`config.mk`:
```
export PLATFORM = sky130hd
export DESIGN_NAME = bitband_xlate
export DESIGN_NICKNAME = d
export VERILOG_FILES = /design/src/rtl/bitband_xlate.sv
export SDC_FILE = /design/constraint.sdc
export NUM_CORES = 1
export LEC_CHECK = 0
export CAP_MARGIN = 15
export CELL_PAD_IN_SITES_DETAIL_PLACEMENT = 1
export CELL_PAD_IN_SITES_GLOBAL_PLACEMENT = 2
export CORE_ASPECT_RATIO = 1.5
export CORE_MARGIN = 5
export CORE_UTILIZATION = 15
export CTS_CLUSTER_SIZE = 40
export DETAILED_ROUTE_END_ITERATION = 10
export PLACE_DENSITY_LB_ADDON = 0.1
export SLEW_MARGIN = 20
export SYNTH_ARGS = -nofsm -noshare
export SYNTH_HDL_FRONTEND = slang
export SYNTH_SLANG_ARGS = --single-unit
```
`constraint.sdc`:
```
create_clock -name clk -period 2.4 [get_ports clk]
set_input_delay 0.48 -clock clk [delete_from_list [all_inputs] [get_ports clk]]
set_output_delay 0.48 -clock clk [all_outputs]
set_load 0.005 [all_outputs]
```
`src/rtl/bitband_xlate.sv`:
```
module bitband_xlate #(
  parameter logic [31:0] ALIAS_BASE  = 32'h2200_0000,
  parameter logic [31:0] TARGET_BASE = 32'h2000_0000,
  parameter int          OFFS_W      = 10
) (
  input  logic        clk,
  input  logic        rst,
  input  logic        bus_valid,
  input  logic        bus_write,
  input  logic [31:0] bus_addr,
  input  logic [31:0] bus_wdata,
  input  logic [3:0]  bus_be,
  output logic        bus_ready,
  output logic [31:0] bus_rdata,
  output logic        mem_en,
  output logic        mem_we,
  output logic [31:0] mem_addr,
  output logic [3:0]  mem_be,
  output logic [31:0] mem_wdata,
  input  logic [31:0] mem_rdata
);
  localparam int HI = OFFS_W + 5;

  typedef enum logic [1:0] {S_IDLE = 2'd0, S_PRD = 2'd1, S_ARD = 2'd2, S_AMRG = 2'd3} st_t;
  st_t state, nxt;

  logic              hit;
  logic [OFFS_W-1:0] byte_off;
  logic [31:0]       tgt;
  logic [1:0]        lane_q;
  logic [2:0]        bit_q;
  logic              val_q;
  logic [31:0]       waddr_q;
  logic [7:0]        cur_byte, merged;

  assign hit      = bus_addr[31:HI] == ALIAS_BASE[31:HI];
  assign byte_off = bus_addr[HI-1:5];
  assign tgt      = TARGET_BASE + {{(32-OFFS_W){1'b0}}, byte_off};
  assign cur_byte = mem_rdata[lane_q*8 +: 8];

  always_comb begin
    merged = cur_byte;
    merged[bit_q] = val_q;
  end

  always_ff @(posedge clk or posedge rst) begin
    if (rst) begin
      state   <= S_IDLE;
      lane_q  <= '0;
      bit_q   <= '0;
      val_q   <= 1'b0;
      waddr_q <= '0;
    end else begin
      state <= nxt;
      if (state == S_IDLE && bus_valid && hit) begin
        lane_q  <= tgt[1:0];
        bit_q   <= bus_addr[4:2];
        val_q   <= bus_wdata[0];
        waddr_q <= {tgt[31:2], 2'b00};
      end
    end
  end

  always_comb begin
    nxt       = state;
    bus_ready = 1'b0;
    bus_rdata = '0;
    mem_en    = 1'b0;
    mem_we    = 1'b0;
    mem_addr  = bus_addr;
    mem_be    = bus_be;
    mem_wdata = bus_wdata;
    unique case (state)
      S_IDLE: if (bus_valid) begin
        mem_en = 1'b1;
        if (hit) begin
          mem_addr = {tgt[31:2], 2'b00};
          mem_be   = 4'hF;
          nxt      = bus_write ? S_AMRG : S_ARD;
        end else if (bus_write) begin
          mem_we    = 1'b1;
          bus_ready = 1'b1;
        end else begin
          nxt = S_PRD;
        end
      end
      S_PRD: begin
        bus_ready = 1'b1;
        bus_rdata = mem_rdata;
        nxt       = S_IDLE;
      end
      S_ARD: begin
        bus_ready = 1'b1;
        bus_rdata = {31'b0, cur_byte[bit_q]};
        nxt       = S_IDLE;
      end
      S_AMRG: begin
        mem_en    = 1'b1;
        mem_we    = 1'b1;
        mem_addr  = waddr_q;
        mem_be    = 4'b0001 << lane_q;
        mem_wdata = {4{merged}};
        bus_ready = 1'b1;
        nxt       = S_IDLE;
      end
    endcase
  end
endmodule


```
; After elaboration in Yosys (flattened, before gate mapping)
; Index checks and enable logic that the tools add are counted.
[classes]
n_addsub = 1
multipliers = 0
div_mod_pow = 0
magnitude_cmp = 2
n_eq_ne = 6
shift = 2
muxes = 25
n_bitwise = 0
n_reduce_logical = 6
[ops]
columns = operator, n
row1 = case mux 32 bit (2 select lines), 2
row2 = two-way mux 32 bit, 3
row3 = indexed part select 32 x 6 -> 8 bit, 1
row4 = adder 30 x 10 -> 31 bit (first input constant), 1
row5 = == test 17 x 15 -> 1 bit (second input constant), 1
row6 = bitwise mux 8 bit, 1
row7 = two-way mux 4 bit, 2
row8 = case mux 4 bit (2 select lines), 1
row9 = two-way mux 1 bit, 7
row10 = two-way mux 2 bit, 3
row11 = case mux 1 bit (2 select lines), 3
row12 = == test 2 bit (second input constant), 2
row13 = < comparator 3 x 4 -> 1 bit (second input constant), 1
row14 = case mux 2 bit (2 select lines), 1
row15 = << shifter 1 x 2 -> 4 bit (first input constant), 1
row16 = binary-select mux 1 bit (select 3 bit), 1
row17 = demux 1 bit (select 3 bit), 1
row18 = >= comparator 3 x 1 -> 1 bit (second input constant), 1
row19 = logical AND 1 bit, 3
row20 = != test 3 bit (second input constant), 1
row21 = OR reduction 3 bit, 1
row22 = == test 2 x 1 -> 1 bit (second input constant), 1
row23 = zero test 2 bit, 1
row24 = != test 2 bit (second input constant), 1
row25 = AND reduction 2 bit, 1
[word_totals]
reg_bits = 38
latch_bits = 0
ramBits = 0
mem_bits_ro = 0
inputBits = 104
output_inout_bits = 103
wordCells = 47
mem_count = 0

; Depth between registers and ports, before layout
; Gate-level depths: netlist of the first run.
[depth]
word_depth = 6
mapped_depth = 8
mapped_depth_nobuf = 6

; Least setup slack after synthesis of the first run
; OpenSTA, ideal clock, no wires.
[synth_timing]
kind = register to output
from = register state[1]
to = output mem_addr[2]
arrival_ps = 1612
required_time_ps = 1920
setup_slack_ps = 308
stages_incl_launch_ff = 7
path_buffers = 1
cell_sequence = dfrtp_1 > inv_1 > ha_1 > clkbuf_1 > nor2_1 > a22o_1 > a21o_1
[synth_between]
elab_chain_cells = 2
elab_cells_between_ends = 3
classes_between = eq/ne (1) / mux (1) / reduce/logical (1)
[synth_lines]
columns = element, line
row1 = "start, declared", 25  ; st_t state, nxt;
row2 = "start signal, assigned", 54  ; state <= nxt;
row3 = == test 2 bit or zero test 2 bit (tied branches), 73  ; unique case (state)
row4 = case mux 32 bit (2 select lines) *, 73
row5 = "end, declared", 17  ; output logic [31:0] mem_addr,
; Every way passes the cells marked *; elsewhere a longest branch is shown, timed or not.

; Worst setup path in the final report of the first run
[layout_timing]
from = register lane_q[0]
to = output mem_wdata[28]
[layout_between]
elab_chain_cells = 3
[layout_lines]
columns = element, line
row1 = "start, declared", 30  ; logic [1:0] lane_q;
row2 = "start signal, assigned", 56  ; lane_q <= tgt[1:0];
row3 = indexed part select 32 x 6 -> 8 bit, 39  ; assign cur_byte = mem_rdata[lane_q*8 +: 8];
row4 = bitwise mux 8 bit, 43  ; merged[bit_q] = val_q;
row5 = two-way mux 32 bit, 73
row6 = "end, declared", 19  ; output logic [31:0] mem_wdata,
; Every way passes these cells.

==> flow_summary.yaml, run 1 <==
finish:
  layout.cells.non_filler: 764
  regArea_um2: 425.4
  fillCellCount: 1849
  postLayoutCoreUtil_pct: 34.09
  area_growth_pct: 125.3
  final_nets: 671
  final_area_mm2: 0.005303
  drive_gt1_share_pct: 42.42
  multi_input_area_mm2: 0.001964
  antenna-diode-count: 0
logic_synthesis:
  yosysWarnings: 0
  yosysMostFrequentCell: "and2_1"
  ys_seq_elements: 17
  synth_edf_count: 0
  yosysTopAreaCell: "dfrtp_1"
  avgSynthCellArea_um2: 7.641
  synth_area_mm2: 0.002354
  synthesis.nets: 417
  syn_inst: 308
  ys_async_sr_fraction_pct: 100.0
  yosys.area.top_type_share_pct: 18.08
  ys_types: 42
  synth_ff_type: "dfrtp_1"
  synth.cells.most_frequent: "and2_1, inv_1, o21ai_0, nand2_1, dfrtp_1"
  ys_top_cells_by_area: "dfrtp_1, and2_1, o21ai_0"
  ys_seq_area_share_pct: 18.08
sta:
  post-route-period-util_pct: 102.6
  clock.fmax_ghz: 0.4061
  setup_viol: 25
  finalMaxSlewViolations: 0
  fin_hold_ws_ns: 0.4916
  slew-limit-headroom_pct: 51.68
  hold_violations: 0
  rsz0062_at_grt: "true"
  fin_ws_ns: -0.06238
  worst_pin_slew_ns: 0.7239
  finalCriticalPeriod_ns: 2.462
  fin_skew_ns: 0.004108
critical_path:
  critPathMaxFanout: 7
  crit_type: "reg -> out"
  reg2reg_depth: 7
  crit_path_end_kind: "primary output"
  required_ns: 1.92
  cp-start-kind: "flip-flop"
  critPathArrivalTime_ns: 1.98
outcome:
  violations: "negative setup slack"
  status: "finished, violations left"
cts:
  cts_tree: "done"
  clock-sinks: 17
  cts_buffers: 3
  worstSkewPairLatency_ns: 0.26
  clkSlewWorstSetupHoldPaths_ns: 0.05
  cts_buffer_depth: 2
  cts_htree_levels: 1
  hold_buffers: 0
  cts_root_buf: "clkbuf_16"
global_route:
  grt_pass1_vias: 3549
  globalRouteMet3Util_pct: 3.410
  grt-ovfl-total: 0
  grt_max_degree: 44
  busiest_layer: "met2"
  antenna_found_initial: 0
  use_met2_pct: 27.94
  track_usage_pct: 13.35
  grt_pass1_wl_um: 19540
  use_met1_pct: 12.87
power:
  p_per_area_mw_per_mm2: 542.3
  sw_frac_of_total_pct: 33.26
  pwr-share-seq_pct: 10.5
  power_switching_uw: 956.5
  combPwrFrac_pct: 77.2
  ir_drop_mv: 0.3040
  clockPowerShare_pct: 12.2
  p_int_mw: 1.919
  p_leak_nw: 2.535
die:
  fp-row-count: 56
  dieWidth_um: 112.3
  io-pin-count: 207
  die_area_mm2: 0.01835
  die_y_um: 163.4
  coreArea_mm2: 0.01555
  initial_utilization_pct: 15.13
placement:
  port_buffers: 206
  gp_congestion: 0.7671
  placed_area_mm2: 0.004848
  dpl.cell_count: 734
  dpl.hpwl_um: 10510
detailed_routing:
  postRouteAntennaNets: 0
  drtIter0Drc: 68
  drt_wl_total_um: 13070
  wl_per_cell_um: 17.11
  via_per_inst: 4.185
  drt_pass1_iterations: 4
  num_vias: 3197
  drc: 0
worst_hold_path:
  worstHoldPathCells: 1
  min_path_type: "reg -> reg"
job:
  maxCapViolations: 0
-- flip-flops by register name, indices dropped and copies added (netlist names) --
signal,cells
bit_q,3
val_q,1
waddr_q,9
lane_q,2
state,2
-- logic make-up after synthesis --
family	after synthesis	synth area share, %
simple gates	105	27.06
compound gates	91	24.03
buf+inv	61	11.80
mux	29	16.37
flops	17	18.08
fa+ha+maj	5	2.658
-- area by class of cell --
type                            count  share of cell area (%)
Clock buffer                        3                   1.416
Clock inverter                      1                 0.09438
Inverter                           41                   2.902
Multi-Input combinational cell    230                   37.05
Sequential cell                    17                   8.023
Tap cell                          203                   4.790
Timing Repair Buffer              269                   45.73
-- per-stage QoR --
step	total power [mW]	TNS [ns]	setup WS, ns
after floorplan	0.8991	0	0.3077
after global placement	2.111	-38.67	-0.6879
final	2.875	-0.6028	-0.06238
after detailed placement	2.114	-40.38	-0.7199
after global routing	3.068	-4.675	-0.1535
after CTS	2.797	-1.873	-0.1197
-- cells in the final DEF, fill, tap and decap left out, drive strengths merged, types with 2 or more instances in the layout --
cell type and instances:
buf 133, clkdlybuf4s50 104, and2 56, o21ai 46
inv 41, mux2 22, nand2 21, dlygate4sd2 19
dfrtp 17, clkbuf 12, a21o 10, a22o 8
nor2 7, a31oi 6, ha 5, a21oi 5
mux2i 4, nand3 4, mux4 3, and3 3
a22oi 3, clkdlybuf4s15 3, nor4 2, nor4b 2
nor2b 2, a311o 2, nand2b 2, o22ai 2
o311ai 2, nor3 2, and3b 2, a21boi 2
or2 2
-- repair_timing --
action	CTS	global route
endpoints found under the setup margin	72	102
resized for setup	432	52
gates cloned	3	1
buffers inserted	16	7
pin swaps	41	23
-- worst paths after layout --
path,from,end,slack (ns)
worst max-delay path,lane_q[0]$_DFFE_PP0P_,mem_wdata[28],-0.06
max in group asynchronous,rst,lane_q[1]$_DFFE_PP0P_,1.30
worst min-delay path,waddr_q[29]$_DFFE_PP0P_,waddr_q[29]$_DFFE_PP0P_,0.49
min in group asynchronous,rst,waddr_q[3]$_DFFE_PP0P_,0.65
worst max register to register,state[0]$_DFFE_PP0P_,waddr_q[4]$_DFFE_PP0P_,0.49
worst min register to register,waddr_q[29]$_DFFE_PP0P_,waddr_q[29]$_DFFE_PP0P_,0.49
-- critical path: stages (launching register included) --
cell     delay [ns]
dfrtp_1        0.39
buf_12         0.14
mux4_2         0.55
a21oi_2        0.13
a311o_1        0.21
buf_4          0.14
o21ai_2        0.04
buf_2          0.13
-- metal layers --
layer	share of wire [%]	vias to the layer above
met5	0	-
met4	0.71	0
met1	34	1506
met3	6.9	7
li1	-	1562
met2	58	122
-- power groups by stage --
stage	registers, mW	clock network (mW)	logic [mW]
3_5_place_dp	0.307	0	1.81
2_1_floorplan	0.307	0	0.592
5_1_grt	0.305	0.377	2.39
4_1_cts	0.303	0.365	2.13
3_3_place_gp	0.305	0	1.81
6_report	0.303	0.351	2.22
No activity file was read; power rests on OpenSTA's default activity.
==> run 2, diff against run 1 <==
==> constraint.sdc (replaced) <==
create_clock -name clk -period 2.5 [get_ports clk]
set_input_delay 0.5 -clock clk [delete_from_list [all_inputs] [get_ports clk]]
set_output_delay 0.5 -clock clk [all_outputs]
set_load 0.005 [all_outputs]
==> run 2 against run 1 <==
  * The run still ends with negative setup slack left
  * Combinational power decreased by 7%
  * Critical path depth increased by 1
  * Routed wire length decreased by 1.5%
  * Clock skew increased by 0.00066 ns
  * Final cell count decreased by 0.26%
  * Utilization increased by 0.072 points
  * Power decreased by 6.7%
  * Largest cell class unchanged
==> flow_summary.yaml, run 2 (same netlist as run 1, synthesis figures left out) <==
finish:
  final_area_mm2: 0.005314
  antenna-diode-count: 0
  top_register: "waddr_q"
  final_nets: 669
  largestRegisters: "waddr_q x9, bit_q x3"
  fillCellCount: 1864
  layout_commonest_cell: "clkdlybuf4s50_1"
  area_growth_pct: 125.8
  final_cell_mix: "clkdlybuf4s50_1, buf_6, buf_2"
  postLayoutCoreUtil_pct: 34.16
  drive_gt1_share_pct: 41.32
  largest_reg_flops: 9
die:
  io-pin-count: 207
  die_area_mm2: 0.01835
  coreArea_mm2: 0.01555
  fp-row-count: 56
  initial_utilization_pct: 15.13
  die_y_um: 163.4
  dieWidth_um: 112.3
detailed_routing:
  drt_pass1_iterations: 6
  wl_per_cell_um: 16.89
  postRouteAntennaNets: 0
  drtIter0Drc: 60
  drc: 0
  drt_wl_total_um: 12870
  via_per_inst: 4.213
  num_vias: 3210
critical_path:
  crit_path_end_kind: "primary output"
  crit_top_cell: "buf_6"
  crit_type: "reg -> out"
  cpPeakStageDelay_ns: 0.53
  worst-r2r-setup-slack_ns: 0.61
  reg2reg_depth: 6
  worst_r2r_endpoint: "waddr_q[4]$_DFFE_PP0P_"
  critPathTopFamily: "multiplexers"
  rr_startpoint: "state[0]$_DFFE_PP0P_"
  critPathMaxFanout: 7
  crit_chain: "buf_12 -> buf_6 -> mux4_2 -> a21oi_2 -> a311o_1 -> buf_6 -> o21ai_1 -> buf_2"
  worst_path_max_delay_cell: "mux4_2"
  cp-start-kind: "flip-flop"
  cp_num_buf_inv: 4
  critPathArrivalTime_ns: 2.04
  required_ns: 2.00
sta:
  fin_ws_ns: -0.04464
  setup_viol: 11
  hold_violations: 0
  clock.fmax_ghz: 0.3930
  slew-limit-headroom_pct: 53.68
  finalMaxSlewViolations: 0
  post-route-period-util_pct: 101.8
  rsz0062_at_grt: "true"
  finalCriticalPeriod_ns: 2.545
  fin_skew_ns: 0.004767
  worst_pin_slew_ns: 0.6940
  tns_ns: -0.2710
global_route:
  track_usage_pct: 13.27
  grt_pass1_vias: 3599
  grt-ovfl-total: 0
  grt_max_degree: 44
  antenna_found_initial: 0
  grt_pass1_wl_um: 19580
power:
  sw_frac_of_total_pct: 32.62
  combPwrFrac_pct: 77.2
  p_leak_nw: 2.524
  ir_drop_mv: 0.3861
  p_per_area_mw_per_mm2: 505.1
  clockPowerShare_pct: 12.0
  pwr-share-seq_pct: 10.8
  power_switching_uw: 875.6
  p_int_mw: 1.808
worst_hold_path:
  worstHoldPathCells: 1
  min_path_type: "reg -> reg"
  whs_endpoint: "waddr_q[29]$_DFFE_PP0P_"
  worstHoldStart: "waddr_q[29]$_DFFE_PP0P_"
cts:
  cts_buffer_depth: 2
  cts_root_buf: "clkbuf_16"
  cts_htree_levels: 1
  worstSkewPairLatency_ns: 0.25
  cts_tree: "done"
  clock-sinks: 17
  clkSlewWorstSetupHoldPaths_ns: 0.05
  hold_buffers: 0
  cts_buffers: 3
placement:
  port_buffers: 206
  gp_congestion: 0.7659
  dpl.hpwl_um: 10420
  placed_area_mm2: 0.004826
job:
  maxCapViolations: 0
outcome:
  status: "finished, violations left"
  violations: "negative setup slack"
-- run 2: changes by cell type in the layout (fill, tap and decap cells not counted), sizes merged --
| cell | previous run | this run |
|---|---|---|
| buf | 133 | 126 |
| dlymetal6s2s | 1 | 0 |
| dlygate4sd2 | 19 | 23 |
| clkbuf | 12 | 9 |
| clkdlybuf4s15 | 3 | 8 |
-- run 2: cell type report --
class	count	area (um2)	share of cell area, %
Clock buffer	3	75.07	1.413
Clock inverter	1	5.005	0.09418
Inverter	41	153.9	2.896
Multi-Input combinational cell	230	1934	36.40
Sequential cell	17	425.4	8.006
Tap cell	203	254.0	4.780
Timing Repair Buffer	267	2466	46.41
-- run 2: per-layer routing --
| metal | track usage [%] | up-vias | share of wire, % |
|---|---|---|---|
| met3 | 2.780 | 6 | 6.5 |
| met1 | 12.69 | 1527 | 33 |
| met5 | 0 | - | 0 |
| met4 | 1.750 | 0 | 0.81 |
| li1 | - | 1560 | - |
| met2 | 28.68 | 117 | 59 |
-- run 2: metrics by stage --
step | worst slack (ns) | std cells | power, mW | hold slack (ns)
after floorplan | 0.3877 | 308 | 0.8631 | 0.4261
after global placement | -0.6517 | 731 | 2.031 | 0.4820
after detailed placement | -0.6723 | 731 | 2.030 | 0.4832
after CTS | -0.09542 | 762 | 2.500 | 0.4987
after global routing | -0.1556 | 762 | 2.882 | 0.5156
final | -0.04464 | 762 | 2.684 | 0.4860
-- run 2: how the worst max path moves through the flow --
stage,start,to,depth (start not counted)
after detailed placement,bus_addr[23],mem_addr[5],8
after global placement,bus_addr[23],mem_addr[6],8
after floorplan,state[1]$_DFFE_PP0P_,mem_addr[2],6
after global routing,lane_q[0]$_DFFE_PP0P_,mem_wdata[30],8
final,lane_q[0]$_DFFE_PP0P_,mem_wdata[30],8
after CTS,lane_q[0]$_DFFE_PP0P_,mem_wdata[22],8
-- run 2: what timing repair did --
action                     4_1_cts  5_1_grt
setup endpoints to repair       72       67
cloned                           3        0
gates resized for setup        390       81
buffers inserted                24        0
pin swaps                       31       32
-- run 2: power groups by stage --
stage | logic (mW) | registers, mW | clock network (mW)
2_1_floorplan | 0.569 | 0.295 | 0
3_3_place_gp | 1.74 | 0.293 | 0
3_5_place_dp | 1.74 | 0.294 | 0
4_1_cts | 1.87 | 0.290 | 0.335
5_1_grt | 2.24 | 0.291 | 0.347
6_report | 2.07 | 0.291 | 0.321
